### src/rtl/gpev_pkg.sv
package gpev_pkg;
    localparam int REG_W  = 32;
    localparam int ADDR_W = 3;
    localparam int MAX_PINS = REG_W - 1;

    typedef enum logic [ADDR_W-1:0] {
        A_ENABLE    = 3'd0,
        A_POLARITY  = 3'd1,
        A_ST_ASSERT = 3'd2,
        A_ST_DEASRT = 3'd3,
        A_LEVEL     = 3'd4
    } reg_addr_e;

    // Operation chosen by bit 0 of a status write
    typedef enum logic {
        ST_CLEAR = 1'b0,
        ST_SET   = 1'b1
    } st_op_e;

    typedef struct packed {
        logic   hit;
        st_op_e op;
    } st_cmd_t;

    function automatic st_cmd_t decode_status_cmd(input logic wr, input logic addr_match,
                                                  input logic op_bit);
        st_cmd_t c;
        c.hit = wr & addr_match;
        c.op  = st_op_e'(op_bit);
        return c;
    endfunction
endpackage

### src/rtl/gpev_edge_detect.sv
module gpev_edge_detect #(
    parameter int NPINS = 31
) (
    input  logic             clk,
    input  logic             rst,
    input  logic [NPINS-1:0] pin_lvl,
    input  logic [NPINS-1:0] en,
    input  logic [NPINS-1:0] pol,
    output logic [NPINS-1:0] evt_a,
    output logic [NPINS-1:0] evt_d
);
    logic [NPINS-1:0] prev_q;
    logic [NPINS-1:0] rise;
    logic [NPINS-1:0] fall;

    // Previous level follows the pins during reset too, so no edge is seen on release
    always_ff @(posedge clk) begin
        if (rst) prev_q <= pin_lvl;
        else     prev_q <= pin_lvl;
    end

    assign rise = pin_lvl & ~prev_q;
    assign fall = ~pin_lvl & prev_q;

    for (genvar i = 0; i < NPINS; i++) begin : g_pin
        assign evt_a[i] = en[i] & (pol[i] ? rise[i] : fall[i]);
        assign evt_d[i] = en[i] & (pol[i] ? fall[i] : rise[i]);
    end
endmodule

### src/rtl/gpev_cfg_regs.sv
module gpev_cfg_regs #(
    parameter int NPINS = 31
) (
    input  logic             clk,
    input  logic             rst,
    input  logic             wr_en_hit,
    input  logic             wr_pol_hit,
    input  logic [NPINS-1:0] wr_bits,
    output logic [NPINS-1:0] en_q,
    output logic [NPINS-1:0] pol_q
);
    always_ff @(posedge clk) begin
        if (rst) begin
            en_q  <= '0;
            pol_q <= '1;
        end else begin
            if (wr_en_hit)  en_q  <= wr_bits;
            if (wr_pol_hit) pol_q <= wr_bits;
        end
    end
endmodule

### src/rtl/gpev_status_reg.sv
module gpev_status_reg
    import gpev_pkg::*;
#(
    parameter int NPINS = 31
) (
    input  logic             clk,
    input  logic             rst,
    input  st_cmd_t          cmd,
    input  logic [NPINS-1:0] wr_mask,
    input  logic [NPINS-1:0] evt,
    output logic [NPINS-1:0] st_q,
    output logic             irq
);
    logic [NPINS-1:0] sw_nxt;
    logic [NPINS-1:0] st_nxt;

    always_comb begin
        sw_nxt = st_q;
        if (cmd.hit) begin
            if (cmd.op == ST_SET) sw_nxt = st_q | wr_mask;
            else                  sw_nxt = st_q & ~wr_mask;
        end
        // Hardware events are merged last so they override a clear
        st_nxt = sw_nxt | evt;
    end

    always_ff @(posedge clk) begin
        if (rst) st_q <= '0;
        else     st_q <= st_nxt;
    end

    assign irq = |st_q;
endmodule

### src/rtl/gpev_top.sv
module gpev_top
    import gpev_pkg::*;
#(
    parameter int NPINS = 31
) (
    input  logic             clk,
    input  logic             rst,
    input  logic [NPINS-1:0] pin_lvl,
    input  logic [2:0]       reg_addr,
    input  logic             reg_wr,
    input  logic [31:0]      reg_wdata,
    output logic [31:0]      reg_rdata,
    output logic             irq_assert,
    output logic             irq_deassert
);
    localparam int ST_HI = NPINS;

    logic [NPINS-1:0] en_q;
    logic [NPINS-1:0] pol_q;
    logic [NPINS-1:0] evt_a;
    logic [NPINS-1:0] evt_d;
    logic [NPINS-1:0] st_a;
    logic [NPINS-1:0] st_d;
    logic [NPINS-1:0] st_mask;
    st_cmd_t          cmd_a;
    st_cmd_t          cmd_d;

    initial begin
        if (NPINS < 1 || NPINS > MAX_PINS) $error("NPINS out of range");
    end

    assign st_mask = reg_wdata[ST_HI:1];
    assign cmd_a   = decode_status_cmd(reg_wr, reg_addr == A_ST_ASSERT, reg_wdata[0]);
    assign cmd_d   = decode_status_cmd(reg_wr, reg_addr == A_ST_DEASRT, reg_wdata[0]);

    gpev_cfg_regs #(.NPINS(NPINS)) u_cfg (
        .clk        (clk),
        .rst        (rst),
        .wr_en_hit  (reg_wr && reg_addr == A_ENABLE),
        .wr_pol_hit (reg_wr && reg_addr == A_POLARITY),
        .wr_bits    (reg_wdata[NPINS-1:0]),
        .en_q       (en_q),
        .pol_q      (pol_q)
    );

    gpev_edge_detect #(.NPINS(NPINS)) u_edge (
        .clk     (clk),
        .rst     (rst),
        .pin_lvl (pin_lvl),
        .en      (en_q),
        .pol     (pol_q),
        .evt_a   (evt_a),
        .evt_d   (evt_d)
    );

    gpev_status_reg #(.NPINS(NPINS)) u_st_a (
        .clk     (clk),
        .rst     (rst),
        .cmd     (cmd_a),
        .wr_mask (st_mask),
        .evt     (evt_a),
        .st_q    (st_a),
        .irq     (irq_assert)
    );

    gpev_status_reg #(.NPINS(NPINS)) u_st_d (
        .clk     (clk),
        .rst     (rst),
        .cmd     (cmd_d),
        .wr_mask (st_mask),
        .evt     (evt_d),
        .st_q    (st_d),
        .irq     (irq_deassert)
    );

    always_comb begin
        reg_rdata = '0;
        case (reg_addr)
            A_ENABLE:    reg_rdata[NPINS-1:0] = en_q;
            A_POLARITY:  reg_rdata[NPINS-1:0] = pol_q;
            A_ST_ASSERT: reg_rdata[ST_HI:1]   = st_a;
            A_ST_DEASRT: reg_rdata[ST_HI:1]   = st_d;
            A_LEVEL:     reg_rdata[NPINS-1:0] = pin_lvl;
            default:     reg_rdata = '0;
        endcase
    end
endmodule

### config.mk
export PLATFORM = sky130hd
export DESIGN_NAME = gpev_top
export DESIGN_NICKNAME = d
export VERILOG_FILES = /design/src/rtl/gpev_pkg.sv /design/src/rtl/gpev_edge_detect.sv /design/src/rtl/gpev_cfg_regs.sv /design/src/rtl/gpev_status_reg.sv /design/src/rtl/gpev_top.sv
export SDC_FILE = /design/constraint.sdc
export NUM_CORES = 1
export LEC_CHECK = 0
export ABC_AREA = 0
export BUFFER_PORTS_ARGS = -buffer_cell sky130_fd_sc_hd__clkbuf_2
export CAP_MARGIN = 25
export CORE_AREA = 5 5 168 170
export DETAILED_ROUTE_END_ITERATION = 10
export DIE_AREA = 0 0 173 175
export GPL_ROUTABILITY_DRIVEN = 1
export GPL_TIMING_DRIVEN = 1
export PLACE_DENSITY_LB_ADDON = 0.12
export REMOVE_ABC_BUFFERS = 1
export SLEW_MARGIN = 20
export SYNTH_ARGS = -nofsm -noshare
export SYNTH_HDL_FRONTEND = slang
export SYNTH_SLANG_ARGS = --single-unit
### constraint.sdc
create_clock -name clk -period 1.4 [get_ports clk]
set_clock_uncertainty 0.1 [all_clocks]
set_input_delay 0.14 -clock clk [delete_from_list [all_inputs] [get_ports clk]]
set_output_delay 0.14 -clock clk [all_outputs]
set_load 0.05 [all_outputs]
==> impl_results.md, run 1 <==
* Synth Register Bits at 155
* R2R Path End: u_st_d.st_q[0]$_SDFF_PP0_
* Core Rows at 60
* Fmax at 0.462 GHz
* Initial antenna violation count at 1
* DIE WIDTH at 173 µm
* Setup TNS at -13130 ps
* Worst EP required at 1160 ps
* Root buf cell: clkbuf_16
* Syn Inst Count at 905
* Wire per inst at 20.1 µm
* Sequential share of the synthesized area at 0.396
* Clock latency on the worst-skew pair at 430 ps
* Final Hold Fails at 0
* Worst-path clk slew at 70 ps
* Hold Crit Endpoint: u_st_a.st_q[21]$_SDFF_PP0_
* Hold Path Stages at 4
* Number of enable flip-flop cells after synthesis at 0
* Via count at 8108
* Core area at 26600 µm²
* Logic pwr share at 0.182
* Hold path start: pin_lvl[21]
* Sw frac at 0.283
* Diodes inserted at 0
* Ports at 103
* Total Die Area at 30300 µm²
* PD cells at 987 nW/µm²
* Min Tclk post-route at 2170 ps
* Post-Syn Area at 7830 µm²
* Worst path top cell family by delay: simple AND/OR/NAND/NOR gates
* H-tree depth at 4
* PortBufs at 102
* Vias in the first global route at 8000
* Register area at 3160 µm²
* Failing checks: negative setup slack
* Most frequent cells in the layout: o21ai_0, dfxtp_1, nand2_1
* Worst setup SP type: flop
* Worst path bufs/invs at 2
* Area Growth Syn to Fin at 48.7%
* Worst IR Drop VDD at 0.770 mV
* Global Route Usage Sum at 0.197
* Endpoints failing setup at 34
* Final WL at 30300 µm
* Initial DRC count at 594
* Fill cells at 2676
* Num CTS Buffers at 17
* DRC viols at 0
* Slew HR at 0.747
* ANT nets after route at 0
* CP Max Fanout at 2
* Switching power total at 3.25 mW
* Crit path cell chain: or4_1 -> nor4_2 -> buf_4 -> nand4_1 -> clkbuf_8
* CP max stage delay at 530 ps
* Global-route wire length before repair at 47200 µm
* Reg2reg setup slack at 230 ps
* Seq pwr share at 0.404
* Internal at 8.24 mW
* Static Leak at 4.56 nW
* Measured slew at the worst slew-check pin at 376 ps
* Grt total ovfl at 0
* Status: finished with violations
* Hold_ws at 67.7 ps
* Initial Util at 0.295
* Slew Limit Fails at 0
* CP Capture Type: output pin
* DR pass1 iterations at 5
* Top_reg_cell synth: dfxtp_1
* FF-to-FF path depth at 4
* Largest net degree at the start of global routing at 65
* Final GP Congestion at 0.776
* CTS tree: built
* Dpl hpwl at 19700 µm
* Worst EP arrival at 1930 ps
* CP Class: reg -> out
* Area occupied by multi-input gates at 4430 µm²
* Nets at 1222
* Die Height at 175 µm
* Clock sinks at 155
* Slowest cell on crit path: or4_1
* Clock Tree Buf Depth at 2
* Avg Synthesized Cell Area at 8.65 µm²
* Unrepaired setup endpoints after global routing: yes
* Total Power at 11.5 mW
* Netlist cell types at 35
* Worst hold-check path type: in -> reg
* Power share of the clock group at 0.414
* FF-to-FF Start: u_cfg.pol_q[0]$_SDFFE_PP1P_
* Ratio of cells with drive above 1 in the final layout at 0.273
* Final setup margin at -766 ps
* Asr flop ratio synth at 0
* Max Cap Viol at 0
* Vias per cell at 5.38
* Final worst path period share at 1.55
* Synth Warn # at 0
-- synth_stat cells (3+ instances only) --
| master | number | area (µm²) |
|---|---|---|
| o21ai_0 | 119 | 596 |
| o21ai_1 | 5 | 25.0 |
| nor4_1 | 14 | 87.6 |
| dfxtp_1 | 155 | 3100 |
| a221o_1 | 29 | 290 |
| nand2_1 | 94 | 353 |
| nand3_1 | 62 | 310 |
| nor2_1 | 3 | 11.3 |
| a21oi_1 | 31 | 155 |
| clkbuf_1 | 32 | 120 |
| inv_1 | 34 | 128 |
| o2bb2ai_1 | 29 | 254 |
| buf_4 | 5 | 37.5 |
| nor3b_1 | 63 | 473 |
| and3b_1 | 62 | 543 |
| buf_2 | 21 | 105 |
| a31oi_1 | 62 | 388 |
| buf_6 | 4 | 45.0 |
| mux2i_1 | 61 | 611 |
-- cell type report --
cell class | instances | area share
inverters | 34 | 0.0110
clock buffers | 19 | 0.0389
repair buffers | 291 | 0.250
multi-input cells | 654 | 0.380
flip-flops and latches | 155 | 0.271
clock inverters | 12 | 0.0119
well taps | 341 | 0.0366
-- power by group through the flow --
stage | clock, mW | sequential, mW | combinational (mW)
after global routing | 5.04 | 4.65 | 2.22
final | 4.76 | 4.64 | 2.09
after CTS | 4.85 | 4.64 | 2.07
after global placement | 0 | 4.73 | 1.86
after detailed placement | 0 | 4.73 | 1.86
after floorplan | 0 | 4.71 | 0.808
-- tightest hold or removal path, cell delays in order --
cell	delay [ps]
clkbuf_2	120
nor3b_1	60
o21ai_0	140
a31oi_1	80
-- timing repair --
item / in CTS / in global routing
cloned: 0 / 1
buffers inserted: 8 / 7
endpoints found under the hold margin: 153 / 0
hold buffers: 63 / 0
gates resized for setup: 77 / 32
pin swaps: 26 / 26
setup endpoints to repair: 34 / 34
-- cell families after synthesis --
kind of cell | count (synthesis) | share of synthesized area
buf+inv | 96 | 0.0556
mux | 62 | 0.0808
flops | 155 | 0.396
simple gates | 314 | 0.246
compound gates | 278 | 0.221
-- state kept, by name, summed over array words and instances (netlist names) --
| signal | flops |
|---|---|
| u_cfg.en_q | 31 |
| u_cfg.pol_q | 31 |
| u_st_d.st_q | 31 |
| u_edge.prev_q | 31 |
| u_st_a.st_q | 31 |
-- stage by stage --
| stage | utilization | cell area, µm² | instances | worst slack [ps] |
|---|---|---|---|---|
| final | 0.438 | 11600 | 1506 | -766 |
| after global routing | 0.438 | 11600 | 1506 | -892 |
| after CTS | 0.435 | 11500 | 1505 | -855 |
| after detailed placement | 0.379 | 10100 | 1406 | -530 |
| after global placement | 0.379 | 10100 | 1406 | -491 |
| after floorplan | - | 7520 | 843 | -3770 |
-- per-layer routing --
metal,wire [µm],part of all wire,vias up,GRT usage
met5,13,0.00043,-,0
met2,14500,0.48,186,0.328
met3,1320,0.044,29,0.0325
li1,-,-,3913,-
met4,415,0.014,2,0.0499
met1,14100,0.46,3978,0.266
-- how the worst max path moves through the flow --
stage	startpoint	endpoint	slack [ps]	cells after the start
finish	u_st_a.st_q[2]$_SDFF_PP0_	irq_assert	-770	5
global placement	u_st_d.st_q[1]$_SDFF_PP0_	irq_deassert	-490	5
detailed placement	u_st_d.st_q[1]$_SDFF_PP0_	irq_deassert	-530	5
floorplan	reg_addr[2]	u_cfg.pol_q[10]$_SDFFE_PP1P_	-3770	3
global route	u_st_a.st_q[2]$_SDFF_PP0_	irq_assert	-890	5
CTS	u_st_d.st_q[1]$_SDFF_PP0_	irq_deassert	-850	4
Power figures use the tool's default switching activity.
==> run 2: changes to the inputs <==
- RECOVER_POWER: unset -> 100
==> run 2 against run 1 <==
The flow still finishes with violations (negative setup slack). Wire length barely moved. Power down 0.29%. Utilization decreased by 0.37 points. Sequential power is essentially flat. Clock-buffer cell count is the same. Combinational power is essentially flat. Via count is 0.32% lower. Flip-flop and latch count unchanged. First-iteration DRC count down 3.4%.
==> impl_results.md, run 2 (synthesis results as in run 1) <==
* Initial antenna violation count at 1
* Global-route wire length before repair at 47200 µm
* CP Max Fanout at 2
* DR pass1 iterations at 5
* Num CTS Buffers at 17
* Pre-CTS setup slack at -530 ps
* Largest net degree at the start of global routing at 65
* CP Capture Type: output pin
* Vias per cell at 5.37
* Worst Setup SP: u_st_a.st_q[2]$_SDFF_PP0_
* Root buf cell: clkbuf_16
* Min Tclk post-route at 2150 ps
* Clock Tree Buf Depth at 2
* Dpl hpwl at 19700 µm
* Measured slew at the worst slew-check pin at 373 ps
* Final Hold Fails at 0
* H-tree depth at 4
* Ratio of cells with drive above 1 in the final layout at 0.245
* Fmax at 0.465 GHz
* Slew Limit Fails at 0
* Initial DRC count at 574
* Cell total after placement at 1406
* ANT nets after route at 0
* CTS tree: built
* Grt total ovfl at 0
* Diodes inserted at 0
* Endpoints failing setup at 67
* Vias in the first global route at 8000
* Core Rows at 60
* Worst IR Drop VDD at 0.773 mV
* Final WL at 30300 µm
* Max Cap Viol at 0
* Total Power at 11.5 mW
* Ports at 103
* Unrepaired setup endpoints after global routing: yes
* Global Route Usage Sum at 0.197
* Final setup margin at -751 ps
* Total Die Area at 30300 µm²
* Worst EP arrival at 1910 ps
* Slew HR at 0.748
* PD cells at 992 nW/µm²
* Failing checks: negative setup slack
* Worst-path clk slew at 70 ps
* Final Instance Area at 11500 µm²
* FF-to-FF path depth at 4
* Initial Util at 0.295
* Die Height at 175 µm
* CP Class: reg -> out
* DRC viols at 0
* Reg2reg setup slack at 230 ps
* Status: finished with violations
* DP Area at 10100 µm²
* Worst setup SP type: flop
* Final cell count without fillers at 1506
* Clock sinks at 155
* Core area at 26600 µm²
* Worst EP required at 1160 ps
* Most frequent cells in the layout: o21ai_0, dfxtp_1, nand2_1
* Wire per inst at 20.1 µm
* Nets at 1222
* DIE WIDTH at 173 µm
* Crit path to: irq_assert
* FF-to-FF Start: u_cfg.pol_q[0]$_SDFFE_PP1P_
* Final worst path period share at 1.54
* Via count at 8082
* R2R Path End: u_st_d.st_q[0]$_SDFF_PP0_
* PortBufs at 102
* Hold_ws at 98.7 ps
* Area Growth Syn to Fin at 47.5%
* Worst hold-check path type: in -> reg
* Static Leak at 4.44 nW
* Clock latency on the worst-skew pair at 430 ps
* Final GP Congestion at 0.776
## run 2: changes by cell type in the layout (fill, tap and decap cells not counted)
| cell | before | now |
|---|---|---|
| clkbuf_2 | 66 | 35 |
| buf_6 | 31 | 34 |
| buf_2 | 1 | 2 |
| buf_4 | 78 | 74 |
| nor4bb_1 | 0 | 1 |
| buf_12 | 48 | 44 |
| nor4bb_4 | 1 | 0 |
| clkbuf_4 | 1 | 4 |
| clkbuf_1 | 0 | 32 |
## run 2: worst max-delay path: stages, from the launching register on
cell and delay [ps]:
dfxtp_1 310, or4_1 530, nor4_2 140, buf_4 150
nand4_1 130, clkbuf_8 220
## run 2: metrics by stage
stage,util,setup TNS (ps)
2_1_floorplan,-,-157680
4_1_cts,0.435,-14220
3_5_place_dp,0.379,-33120
6_report,0.435,-16130
5_1_grt,0.435,-26980
3_3_place_gp,0.379,-33120
## run 2: routing by layer
layer	up-vias	share of wire	GRT usage
li1	3911	-	-
met1	3942	0.47	0.266
met2	196	0.48	0.328
met3	31	0.043	0.0325
met4	2	0.014	0.0499
met5	-	0.00043	0
## run 2: how the worst min path moves through the flow
stage	start	to	slack, ps	cells past startpoint
after floorplan	pin_lvl[0]	u_edge.prev_q[0]$_DFF_P_	70	0
after global placement	pin_lvl[1]	u_edge.prev_q[1]$_DFF_P_	210	1
after detailed placement	pin_lvl[24]	u_edge.prev_q[24]$_DFF_P_	210	1
after CTS	pin_lvl[21]	u_st_a.st_q[21]$_SDFF_PP0_	50	4
after global routing	reg_wdata[0]	u_cfg.en_q[0]$_SDFFE_PP0P_	140	4
final	reg_wdata[0]	u_cfg.en_q[0]$_SDFFE_PP0P_	100	4
## run 2: cell type report
cell class                 count  area [µm²]
clock buffer                  19         453
clock inverter                12         139
fill                        2697       15000
inverter                      34         128
multi-input combinational    654        4420
sequential                   155        3160
tap                          341         427
timing repair buffer         291        2830
## run 2: repair_timing
item,CTS,global route
gates cloned,0,1
hold endpoints to repair,153,0
hold buffers,63,0
buffers inserted,8,7
resized for setup,77,32
setup endpoints to repair,34,34
pin swaps,26,26
## run 2: power by group
group / total (mW) / internal, mW / switching [mW] / leakage, nW
clock network: 4.76 / 2.73 / 2.03 / 0.278
registers: 4.64 / 4.53 / 0.109 / 1.28
logic: 2.06 / 0.956 / 1.10 / 2.88
